<file path="src/rtl/perf_mon_pkg.sv">
package perf_mon_pkg;
  localparam int A_CTRL  = 0;
  localparam int A_EVSEL = 1;
  localparam int A_IEN   = 2;
  localparam int A_OVF   = 3;
  localparam int A_CYC   = 4;

  localparam int CTRL_EN     = 0;
  localparam int CTRL_RST_EV = 1;
  localparam int CTRL_RST_CY = 2;
  localparam int CTRL_DIV    = 3;
endpackage

</file>
<file path="src/rtl/pm_counter.sv">
module pm_counter #(
  parameter int W = 32
) (
  input  logic         clk_i,
  input  logic         rst_ni,
  input  logic         clr_i,
  input  logic         wr_i,
  input  logic [W-1:0] wdata_i,
  input  logic         inc_i,
  output logic [W-1:0] cnt_o,
  output logic         wrap_o
);
  logic [W-1:0] cnt_q;

  always_ff @(posedge clk_i or negedge rst_ni) begin
    if (!rst_ni)    cnt_q <= '0;
    else if (clr_i) cnt_q <= '0;
    else if (wr_i)  cnt_q <= wdata_i;
    else if (inc_i) cnt_q <= cnt_q + W'(1);
  end

  // wrap only counts when the increment actually lands
  assign wrap_o = inc_i && !clr_i && !wr_i && (&cnt_q);
  assign cnt_o  = cnt_q;
endmodule

</file>
<file path="src/rtl/pm_prescaler.sv">
module pm_prescaler #(
  parameter int DIV = 64
) (
  input  logic clk_i,
  input  logic rst_ni,
  input  logic clr_i,
  input  logic adv_i,
  output logic tick_o
);
  localparam int PW = (DIV > 1) ? $clog2(DIV) : 1;
  localparam logic [PW-1:0] LAST = PW'(DIV - 1);

  logic [PW-1:0] pre_q;

  always_ff @(posedge clk_i or negedge rst_ni) begin
    if (!rst_ni)    pre_q <= '0;
    else if (clr_i) pre_q <= '0;
    else if (adv_i) pre_q <= (pre_q == LAST) ? '0 : pre_q + PW'(1);
  end

  assign tick_o = adv_i && !clr_i && (pre_q == LAST);
endmodule

</file>
<file path="src/rtl/pm_event_sel.sv">
module pm_event_sel #(
  parameter int CODE_W = 8
) (
  input  logic [2**CODE_W-1:0] evt_i,
  input  logic [CODE_W-1:0]    code_i,
  output logic                 hit_o
);
  // all-ones code parks the counter
  assign hit_o = (code_i != '1) && evt_i[code_i];
endmodule

</file>
<file path="src/rtl/perf_mon_unit.sv">
module perf_mon_unit
  import perf_mon_pkg::*;
#(
  parameter int CNT_W  = 32,
  parameter int N_EVT  = 4,
  parameter int CODE_W = 8,
  parameter int DIV    = 64,
  parameter int ADDR_W = 4,
  parameter int DATA_W = 32
) (
  input  logic                 clk_i,
  input  logic                 rst_ni,
  input  logic                 reg_we_i,
  input  logic [ADDR_W-1:0]    reg_addr_i,
  input  logic [DATA_W-1:0]    reg_wdata_i,
  output logic [DATA_W-1:0]    reg_rdata_o,
  input  logic [2**CODE_W-1:0] evt_i,
  output logic                 irq_o
);
  localparam int N_CNT = N_EVT + 1;
  localparam int SEL_W = N_EVT * CODE_W;

  logic                          en_q, div_q;
  logic [SEL_W-1:0]              sel_q;
  logic [N_CNT-1:0]              ien_q, ovf_q;
  logic [N_CNT-1:0][CNT_W-1:0]   cnt_q;
  logic [N_CNT-1:0]              inc, clr, wr, wrap;
  logic                          wr_ctrl, wr_sel, wr_ien, wr_ovf;
  logic                          pre_tick;
  logic [N_CNT-1:0]              ovf_clr;

  assign wr_ctrl = reg_we_i && (reg_addr_i == ADDR_W'(A_CTRL));
  assign wr_sel  = reg_we_i && (reg_addr_i == ADDR_W'(A_EVSEL));
  assign wr_ien  = reg_we_i && (reg_addr_i == ADDR_W'(A_IEN));
  assign wr_ovf  = reg_we_i && (reg_addr_i == ADDR_W'(A_OVF));

  always_ff @(posedge clk_i or negedge rst_ni) begin
    if (!rst_ni) begin
      en_q  <= 1'b0;
      div_q <= 1'b0;
      sel_q <= '0;
      ien_q <= '0;
    end else begin
      if (wr_ctrl) begin
        en_q  <= reg_wdata_i[CTRL_EN];
        div_q <= reg_wdata_i[CTRL_DIV];
      end
      if (wr_sel) sel_q <= reg_wdata_i[SEL_W-1:0];
      if (wr_ien) ien_q <= reg_wdata_i[N_CNT-1:0];
    end
  end

  // cycle counter
  assign clr[0] = wr_ctrl && reg_wdata_i[CTRL_RST_CY];

  pm_prescaler #(.DIV(DIV)) u_pre (
    .clk_i (clk_i),
    .rst_ni(rst_ni),
    .clr_i (clr[0]),
    .adv_i (en_q && div_q),
    .tick_o(pre_tick)
  );

  assign inc[0] = en_q && (div_q ? pre_tick : 1'b1);

  // event counters
  for (genvar k = 0; k < N_EVT; k++) begin : g_evt
    logic hit;
    pm_event_sel #(.CODE_W(CODE_W)) u_sel (
      .evt_i (evt_i),
      .code_i(sel_q[k*CODE_W +: CODE_W]),
      .hit_o (hit)
    );
    assign clr[k+1] = wr_ctrl && reg_wdata_i[CTRL_RST_EV];
    assign inc[k+1] = en_q && hit;
  end

  for (genvar i = 0; i < N_CNT; i++) begin : g_cnt
    assign wr[i] = reg_we_i && (reg_addr_i == ADDR_W'(A_CYC + i));
    pm_counter #(.W(CNT_W)) u_cnt (
      .clk_i  (clk_i),
      .rst_ni (rst_ni),
      .clr_i  (clr[i]),
      .wr_i   (wr[i]),
      .wdata_i(reg_wdata_i[CNT_W-1:0]),
      .inc_i  (inc[i]),
      .cnt_o  (cnt_q[i]),
      .wrap_o (wrap[i])
    );
  end

  // sticky flags, set beats write-one-to-clear
  assign ovf_clr = wr_ovf ? reg_wdata_i[N_CNT-1:0] : '0;

  always_ff @(posedge clk_i or negedge rst_ni) begin
    if (!rst_ni) ovf_q <= '0;
    else         ovf_q <= (ovf_q & ~ovf_clr) | wrap;
  end

  assign irq_o = |(ovf_q & ien_q);

  always_comb begin
    reg_rdata_o = '0;
    case (reg_addr_i)
      ADDR_W'(A_CTRL): begin
        reg_rdata_o[CTRL_EN]  = en_q;
        reg_rdata_o[CTRL_DIV] = div_q;
      end
      ADDR_W'(A_EVSEL): reg_rdata_o[SEL_W-1:0] = sel_q;
      ADDR_W'(A_IEN):   reg_rdata_o[N_CNT-1:0] = ien_q;
      ADDR_W'(A_OVF):   reg_rdata_o[N_CNT-1:0] = ovf_q;
      default: ;
    endcase
    for (int i = 0; i < N_CNT; i++) begin
      if (reg_addr_i == ADDR_W'(A_CYC + i)) reg_rdata_o[CNT_W-1:0] = cnt_q[i];
    end
  end
endmodule

</file>
<file path="config.mk">
export PLATFORM = sky130hd
export DESIGN_NAME = perf_mon_unit
export DESIGN_NICKNAME = d
export VERILOG_FILES = /design/src/rtl/perf_mon_pkg.sv /design/src/rtl/pm_counter.sv /design/src/rtl/pm_prescaler.sv /design/src/rtl/pm_event_sel.sv /design/src/rtl/perf_mon_unit.sv
export SDC_FILE = /design/constraint.sdc
export NUM_CORES = 1
export LEC_CHECK = 0
export BUFFER_PORTS_ARGS = -buffer_cell sky130_fd_sc_hd__buf_2
export CORE_MARGIN = 8
export CORE_UTILIZATION = 40
export DETAILED_ROUTE_END_ITERATION = 10
export PLACE_DENSITY = 0.72
export SYNTH_ARGS = -nofsm -noshare
export SYNTH_HDL_FRONTEND = slang
export SYNTH_SLANG_ARGS = --single-unit
</file>
<file path="constraint.sdc">
create_clock -name clk_i -period 2.9 [get_ports clk_i]
set_clock_uncertainty 0.05 [all_clocks]
set_input_delay 0.145 -clock clk_i [delete_from_list [all_inputs] [get_ports clk_i]]
set_output_delay 0.145 -clock clk_i [all_outputs]
set_load 0.005 [all_outputs]
</file>
=== Word-level counts from Yosys, hierarchy flattened ===
Index checks and enable logic that the tools add are counted.

* Mux-type cells: 38
* Bitwise logic cells: 4
* Equality and inequality tests: 13
* Order comparisons: 4
* Reduce and logical (&&, ||, !) cells: 58
* $add $sub $neg: 6

{| class="wikitable"
|+ Operator list
! kind !! number
|-
| $mux 32 || 20
|-
| $add 32x1->32 const B || 5
|-
| $reduce_and 32->1 || 5
|-
| $logic_and 1x1->1 || 38
|-
| $lt 8x9->1 const B || 4
|-
| $bmux 1 s8 || 4
|-
| $ne 8x8->1 const B || 4
|-
| $mux 27 || 1
|-
| $mux 6 || 3
|-
| $eq 4x3->1 const B || 4
|-
| $reduce_bool 3->1 || 5
|-
| $and 5x5->5 || 2
|-
| $eq 4x2->1 const B || 2
|-
| $pmux 1 s4 || 2
|-
| $logic_not 1->1 || 7
|-
| $add 6x1->6 const B || 1
|-
| $eq 6x6->1 const B || 1
|-
| $pmux 2 s3 || 1
|-
| $mux 1 || 5
|-
| $mux 5 || 1
|-
| $not 5->5 || 1
|-
| $or 5x5->5 || 1
|-
| $reduce_or 5->1 || 1
|-
| $eq 4x1->1 const B || 1
|-
| 4 further kinds || 4
|}

* Logic and storage cells: 134
* Input bits: 295
* Register bits: 210

=== Longest topological paths before layout ===
Gate-level depths: netlist of the first run.

* Depth after elaboration: 12
* Mapped depth: 16

=== By module ===
Synthesis of the first run repeated with hierarchy kept, for this count alone.

* Cells, all modules: 2374
* Area, all modules: 22640.5 µm²

{| class="wikitable"
|+ By module, submodules not included
! module !! area each (µm²) !! cells each !! times used
|-
| pm_counter || 2038.2 || 236 || 5
|-
| pm_event_sel || 2139.6 || 181 || 4
|-
| perf_mon_unit || 3562.2 || 435 || 1
|-
| pm_prescaler || 329.1 || 35 || 1
|}

=== Worst setup path before layout of the first run ===
OpenSTA, ideal clock, no wires.

* Kind: register to register
* Start point: reg sel_q[16]
* End point: reg g_cnt[3].u_cnt.cnt_q[28]
* Data arrival time: 2852 ps
* Path slack: -128 ps
* Cell stages (with the launch flop): 15
* Path buffers: 5
* Period minus slack after synthesis: 3028 ps
* Required time: 2724 ps
* Cells stage by stage: dfrtp_1 -> buf_2 -> buf_4 -> buf_4 -> buf_2 -> mux2i_1 -> a22oi_1 -> nand3_1 -> o311ai_0 -> o211a_1 -> or3_1 -> or3_1 -> buf_2 -> a21oi_1 -> a21oi_1

* Word-level cells in the longest chain between the ends: 5
* Elaborated cells between the ends (all ways): 6
* Classes of those cells: 1 x eq/ne; 2 x mux; 3 x reduce/logical

{| class="wikitable"
|+ RTL lines
! what !! line !! RTL
|-
| from (decl) || perf_mon_unit.sv:24 || <nowiki>logic [SEL_W-1:0] sel_q;</nowiki>
|-
| from (signal assigned) || perf_mon_unit.sv:48 || <nowiki>if (wr_sel) sel_q <= reg_wdata_i[SEL_W-1:0];</nowiki>
|-
| $bmux 1 s8 || pm_event_sel.sv:9 || <nowiki>assign hit_o = (code_i != '1) && evt_i[code_i];</nowiki>
|-
| $mux 1 (not written as such) || pm_event_sel.sv:9 ||
|-
| $logic_and 1x1->1 * || pm_event_sel.sv:9 ||
|-
| $logic_and 1x1->1 * || perf_mon_unit.sv:75 || <nowiki>assign inc[k+1] = en_q && hit;</nowiki>
|-
| $reduce_bool 3->1 (no line) * || - ||
|-
| to (signal assigned) || pm_counter.sv:18 || <nowiki>else if (wr_i) cnt_q <= wdata_i;</nowiki>
|-
| to (signal assigned) || pm_counter.sv:19 || <nowiki>else if (inc_i) cnt_q <= cnt_q + W'(1);</nowiki>
|-
| to (decl) || pm_counter.sv:13 || <nowiki>logic [W-1:0] cnt_q;</nowiki>
|}

Every way passes the cells marked *; elsewhere a longest branch is shown, timed or not. The select of a mux whose other input is x is not followed.
A chain may end at the register's enable or synchronous reset.

=== Worst setup path after layout of the first run ===
* Start point: reg sel_q[16]
* End point: reg g_cnt[3].u_cnt.cnt_q[20]

The elaborated chain is that of the path after synthesis.

==> results of run 1 <==
-- cell type report --
| type | instances | area (sq um) |
|---|---|---|
| diodes | 2 | 5.00 |
| clock buffers | 34 | 679 |
| clock inverters | 6 | 80.1 |
| fillers | 4564 | 24100 |
| inverters | 31 | 120 |
| multi-input cells | 1769 | 16500 |
| flip-flops and latches | 210 | 5280 |
| well taps | 696 | 871 |
| repair buffers | 769 | 6020 |
-- registers in the layout, summed over array words and instances (netlist names) --
signal,flops
en_q,1
ien_q,5
div_q,1
sel_q,32
g_cnt.u_cnt.cnt_o,160
ovf_q,5
u_pre.pre_q,6
-- synth_stat cells (6+ instances only) --
cell / count
clkbuf_8: 10
and3_1: 35
buf_4: 14
nor2b_1: 21
nor3_1: 42
and2_1: 14
nand4_1: 35
nand2b_1: 12
nand3b_1: 8
mux4_2: 182
o211ai_1: 8
dfrtp_1: 210
a31oi_1: 11
ha_1: 6
buf_8: 6
a222oi_1: 22
xnor2_1: 84
o221ai_1: 11
clkbuf_1: 105
buf_2: 29
o31ai_1: 7
a311oi_1: 7
o22ai_1: 16
nor2_1: 154
a22oi_1: 60
nand3_1: 71
a21oi_1: 160
a221oi_1: 12
inv_1: 29
xor2_1: 60
o21ai_0: 169
mux2i_1: 130
a211oi_1: 46
buf_6: 19
mux4_1: 41
nand2_1: 181
mux2_2: 50
nor4_1: 15
and4_1: 13
-- what timing repair did --
action / 4_1_cts / 5_1_grt
gates resized for setup: 254 / 164
cloned: 9 / 5
endpoints found under the hold margin: 118 / 0
setup endpoints to repair: 133 / 151
hold buffers: 25 / 0
pin swaps: 115 / 148
setup buffers: 54 / 25
-- worst min-delay path by stage --
stage              startpoint                       end  slack [ps]  cells past startpoint
6_report       reg_wdata_i[6]   g_cnt[0].u_cnt.cnt_o[6]          20                      3
5_1_grt        reg_wdata_i[6]   g_cnt[0].u_cnt.cnt_o[6]          20                      3
4_1_cts        reg_wdata_i[6]   g_cnt[0].u_cnt.cnt_o[6]         0.5                      3
3_5_place_dp           rst_ni  g_cnt[1].u_cnt.cnt_o[21]         200                      1
3_3_place_gp           rst_ni  g_cnt[0].u_cnt.cnt_o[16]         200                      1
2_1_floorplan          rst_ni                     div_q        -200                      0
-- where the power goes --
group | internal, mW | switching (mW)
combinational | 5.87 | 5.84
sequential | 3.83 | 1.35
clock | 1.79 | 1.29
total | 11.5 | 8.48
-- cell families (layout without fill, tap and decap cells) --
| family | Yosys count | count (layout) | share of synthesized area (%) |
|---|---|---|---|
| AND/OR/NAND/NOR | 641 | 642 | 14.4 |
| other | 0 | 2 | 0 |
| flip-flops | 210 | 210 | 24.2 |
| XOR/XNOR | 144 | 144 | 5.81 |
| multiplexers | 404 | 404 | 32.5 |
| AO/OA/AOI/OAI | 573 | 573 | 16.6 |
| adder cells (fa/ha/maj) | 6 | 6 | 0.346 |
| buffers and inverters | 226 | 840 | 6.05 |
-- layer usage --
| layer | vias up | global-route usage, % | part of all wire (%) |
|---|---|---|---|
| met5 | - | 1.27 | 0.11 |
| met4 | 4 | 18.3 | 6.9 |
| met3 | 434 | 8.50 | 12 |
| met2 | 1889 | 49.5 | 44 |
| met1 | 11800 | 41.2 | 37 |
| li1 | 9800 | - | - |
-- placed cells by master, fill, tap and decap left out, types with 15 or more instances in the layout --
cell,count
a211oi_1,36
a21oi_1,139
a21oi_2,21
a222oi_1,22
a22oi_1,45
a22oi_2,15
and3_1,32
buf_12,45
buf_2,326
buf_4,307
buf_6,48
clkbuf_16,30
dfrtp_1,200
dlygate4sd3_1,25
inv_1,28
mux2_2,50
mux2i_1,123
mux4_1,26
mux4_2,197
nand2_1,162
nand3_1,59
nand4_1,35
nor2_1,129
nor2b_1,18
nor3_1,20
o21ai_0,147
o21ai_1,23
xnor2_1,70
xor2_1,56
-- tightest hold or removal path, cell delays in order --
cell      delay [ps]
buf_2            210
nor2_1           140
a211oi_1          50
==> results_dict.tcl, run 1 <==
set metrics [dict create \
    outcome "finished with violations" \
    failed_checks "max-capacitance violations, negative setup slack" \
    max_freq_ghz 0.294 \
    syn_area_per_cell_sq_um 9.85 \
    cpLargestDelayFamily "simple AND/OR/NAND/NOR gates" \
    finalWorstSetupSlack_ps -501 \
    hpwl_um 78300 \
    ys_seq_area_share_pct 24.2 \
    endpoint_kind "flop" \
    syn-num-nets 2505 \
    grt_pass1_wl_um 155000 \
    track_usage_pct 32.3 \
    slew_violations 0 \
    die_area_sq_um 62000 \
    yosys.area.top_type "dfrtp_1" \
    h-tree-depth 1 \
    grt_max_degree 81 \
    die_h_um 249 \
    fin_crit_ps 3400 \
    crit_buf_inv 3 \
    period_share_pct 117 \
    placed_cells 3378 \
    power_density_nw_per_um2 675 \
    drt_iter0_drc 3535 \
    cp-start-kind "flop" \
    core_area_sq_um 53700 \
    timing.rr.start "sel_q[16]" \
    cts_sinks 210 \
    holdWs_ps 21.9 \
    placed_cell_area_sq_um 26100 \
    clk_latency_ps 530 \
    worstPathArrival_ps 3810 \
    async_flop_share_pct 100 \
    final_nets 3106 \
    drt-pass1-iter-count 8 \
    ys_warn_count 0 \
    total_power_mw 20.0 \
    slowest_delay_ps 510 \
    gr-total-overflow 0 \
    floorplan.initialDensity_pct 40.4 \
    fin_area_sq_um 29600 \
    cp-endpoint "g_cnt[3].u_cnt.cnt_o[20]" \
    place_congestion 1.04 \
    hold_violations 0 \
    ios 328 \
    vias 24000 \
    synth_top_area_share_pct 24.2 \
    cp_max_fo 8 \
    area_delta_synth_final_pct 36.2 \
    required_ps 3310 \
    drc 0 \
    clockBufferDepth 3 \
    final_cells 3517 \
    clockRootBuffer "clkbuf_16" \
    rr_endpoint "g_cnt[3].u_cnt.cnt_o[20]" \
    yosys.cell_types.count 89 \
    cp.depth 11 \
    grt_pass1_vias 23800 \
    vdd_ir_drop_max_mv 0.440 \
    yosys-top-cells-area "dfrtp_1, mux4_2, mux2i_1, mux4_1, o21ai_0" \
    rsz0062_at_grt "true" \
    fp-row-count 85 \
    drv_cap 1 \
    clk_pin_slew_ps 60 \
    reg2reg_slack_ps -500 \
    critical_path_class "flop to flop" \
    avgRoutedWirePerCell_um 30.3 \
    p_leak_nw 12.1 \
    path_cells "buf_12 -> buf_6 -> mux4_2 -> mux2i_1 -> nor2_2 -> nor4_4 -> a2111oi_4 -> or3_4 -> buf_6 -> or3_4 -> a21oi_2" \
    antenna_left 0 \
    synth.ff_latch_count 210 \
    crit_start "sel_q[16]" \
    reg2reg_depth 11 \
    drive_above_1_share_pct 45.3 \
    via_per_inst 6.81 \
    netlist_instances 2204 \
    die_width_um 249 \
    worst_pin_slew_ps 1470 \
    worst_path_max_delay_cell "dfrtp_4" \
    cts-buffers-inserted 24 \
    routed_wl_um 107000 \
    synth-edff-count 0 \
    relSlewSlack_pct 1.59 \
    hold_class "primary input to flop" \
    fin_util_pct 55.1 \
    antenna_found_initial 4 \
    pre_cts_ws_ps -934 \
    synthFlopType "dfrtp_1" \
    portBuffers 327 \
    fin_setup_tns_ps -44830 \
    cts_tree "done" \
    finalSetupViolCount 132 \
    netlist_area_sq_um 21700 \
]
No activity file was read; power rests on OpenSTA's default activity.
==> run 2, diff against run 1 <==
--- a/config.mk
+++ b/config.mk
@@ -9,6 +9,7 @@
 export CORE_MARGIN = 8
 export CORE_UTILIZATION = 40
 export DETAILED_ROUTE_END_ITERATION = 10
+export GPL_TIMING_DRIVEN = 0
 export PLACE_DENSITY = 0.72
 export SYNTH_ARGS = -nofsm -noshare
 export SYNTH_HDL_FRONTEND = slang
==> results_dict.tcl, run 2 (same netlist as run 1, synthesis figures left out) <==
set metrics [dict create \
    via_per_inst 7.26 \
    floorplan.initialDensity_pct 40.4 \
    final_nets 2971 \
    fin_area_sq_um 28800 \
    largest_reg_flops 160 \
    h-tree-depth 1 \
    slew_violations 0 \
    n_fill_cell 4623 \
    reg2reg_slack_ps -540 \
    place_congestion 1.06 \
    cts_tree "done" \
    power_density_nw_per_um2 726 \
    area_delta_synth_final_pct 32.7 \
    placed_cell_area_sq_um 24300 \
    grt_pass1_wl_um 166000 \
    drive_above_1_share_pct 40.4 \
    vdd_ir_drop_max_mv 0.401 \
    timing.rr.start "sel_q[24]" \
    failed_checks "negative setup slack" \
    cp_max_fo 5 \
    hold_class "primary input to flop" \
    reg2reg_depth 13 \
    multi_input_area_sq_um 16800 \
    clockBufferDepth 3 \
    max_freq_ghz 0.290 \
    die_width_um 249 \
    routed_wl_um 119000 \
    mostFrequentLayoutCell "buf_2" \
    die_area_sq_um 62000 \
    met3WireLength_um 18200 \
    worstPathArrival_ps 3850 \
    cts_sinks 210 \
    finalSetupViolCount 137 \
    drt-pass1-iter-count 7 \
    endpoint_kind "flop" \
    relSlewSlack_pct 19.5 \
    core_area_sq_um 53700 \
    cts-buffers-inserted 24 \
    rsz0062_at_grt "true" \
    outcome "finished with violations" \
    period_share_pct 119 \
    rr_endpoint "ovf_q[4]" \
    grt_pass1_vias 23400 \
    clk_pin_slew_ps 60 \
    antenna_left 0 \
    whs_path_depth 3 \
    regArea_sq_um 5260 \
    routed.top_layer "met5" \
    die_h_um 249 \
    portBuffers 323 \
    wl_met1_um 42300 \
    antenna_found_initial 6 \
    drt_iter0_drc 4220 \
    track_usage_pct 35.8 \
    min_to "g_cnt[4].u_cnt.cnt_o[18]" \
    gr-total-overflow 0 \
    fin_crit_ps 3440 \
    clk_latency_ps 540 \
    p_leak_nw 11.4 \
    ios 328 \
    dr_wl_met2_um 49800 \
    hpwl_um 86400 \
    holdWs_ps 22.1 \
    drc 0 \
    avgRoutedWirePerCell_um 35.3 \
    drv_cap 0 \
    finalWorstSetupSlack_ps -544 \
    critical_path_class "flop to flop" \
    vias 24600 \
    hold_violations 0 \
    clockRootBuffer "clkbuf_16" \
    mostFrequentLayoutCells "buf_2, dfrtp_1, mux4_2" \
    cp-start-kind "flop" \
    min_from "reg_wdata_i[18]" \
    grt_max_degree 118 \
    worst_pin_slew_ps 1210 \
    fp-row-count 85 \
    required_ps 3310 \
]
==> run 2: cell types whose count changed in the layout (fill, tap and decap cells not counted), moves of 7 or more <==
cell | before | now
buf_4 | 307 | 55
clkbuf_1 | 7 | 77
clkbuf_8 | 3 | 16
buf_16 | 3 | 15
clkbuf_2 | 0 | 12
dlygate4sd3_1 | 25 | 15
mux2i_1 | 123 | 113
nand2_1 | 162 | 170
a22oi_1 | 45 | 38
a22oi_2 | 15 | 22
dfrtp_1 | 200 | 207
mux2i_2 | 4 | 11
==> run 2: layout make-up <==
cell class / instances / area share, %
clock buffers: 32 / 2.40
inverters: 31 / 0.421
repair buffers: 450 / 11.2
multi-input cells: 1770 / 58.1
diodes: 4 / 0.0347
flip-flops and latches: 210 / 18.3
clock inverters: 11 / 0.556
well taps: 696 / 3.02
plain buffers: 183 / 5.97
==> run 2: stage by stage <==
step	TNS, ps	cells	power, mW	setup WS [ps]	util (%)
after global routing	-57230	3384	21.3	-564	53.7
after global placement	-604050	3223	14.0	-2150	45.1
after detailed placement	-161780	3226	14.1	-2020	45.3
after floorplan	0	2204	10.6	1.82	-
after CTS	-44080	3340	19.2	-465	51.1
final	-52540	3387	20.9	-544	53.7
==> run 2: how the worst max path moves through the flow <==
stage | slack (ps) | endpoint | start | depth (start not counted)
global placement | -2150 | g_cnt[3].u_cnt.cnt_o[29] | sel_q[19] | 13
detailed placement | -2020 | g_cnt[3].u_cnt.cnt_o[29] | sel_q[19] | 13
CTS | -460 | g_cnt[3].u_cnt.cnt_o[21] | sel_q[16] | 12
floorplan | 2 | g_cnt[1].u_cnt.cnt_o[25] | sel_q[0] | 11
finish | -540 | ovf_q[4] | sel_q[24] | 13
global route | -560 | ovf_q[4] | sel_q[24] | 16
==> run 2: metal layers <==
layer | global-route usage [%] | up-vias
met3 | 12.3 | 575
met2 | 52.2 | 2381
met5 | 0 | -
li1 | - | 9567
met4 | 20.1 | 4
met1 | 46.1 | 12100
==> run 2: what timing repair did <==
| item | in CTS | in global routing |
|---|---|---|
| pin swaps | 123 | 142 |
| hold endpoints to repair | 132 | 1 |
| hold buffers | 14 | 1 |
| gates cloned | 12 | 7 |
| setup endpoints to repair | 151 | 174 |
| buffers inserted | 51 | 49 |
| resized for setup | 359 | 232 |
==> run 2: worst max-delay path, cell delays in order, from the launching register on <==
cell and delay, ps:
dfrtp_1 420, buf_12 160, buf_16 140, bufbuf_16 280, mux4_2 340, nand2_1 60, a311oi_2 340, a31oi_4 80
a31oi_2 270, nand3_4 170, buf_6 170, or2_4 270, nor4_4 470, a21o_1 140
==> run 2: power breakdown <==
group | switching, mW | internal (mW) | total [mW]
Sequential | 1.42 | 3.82 | 5.24
Clock | 1.33 | 2.03 | 3.36
Combinational | 6.60 | 5.71 | 12.3
Total | 9.36 | 11.6 | 20.9
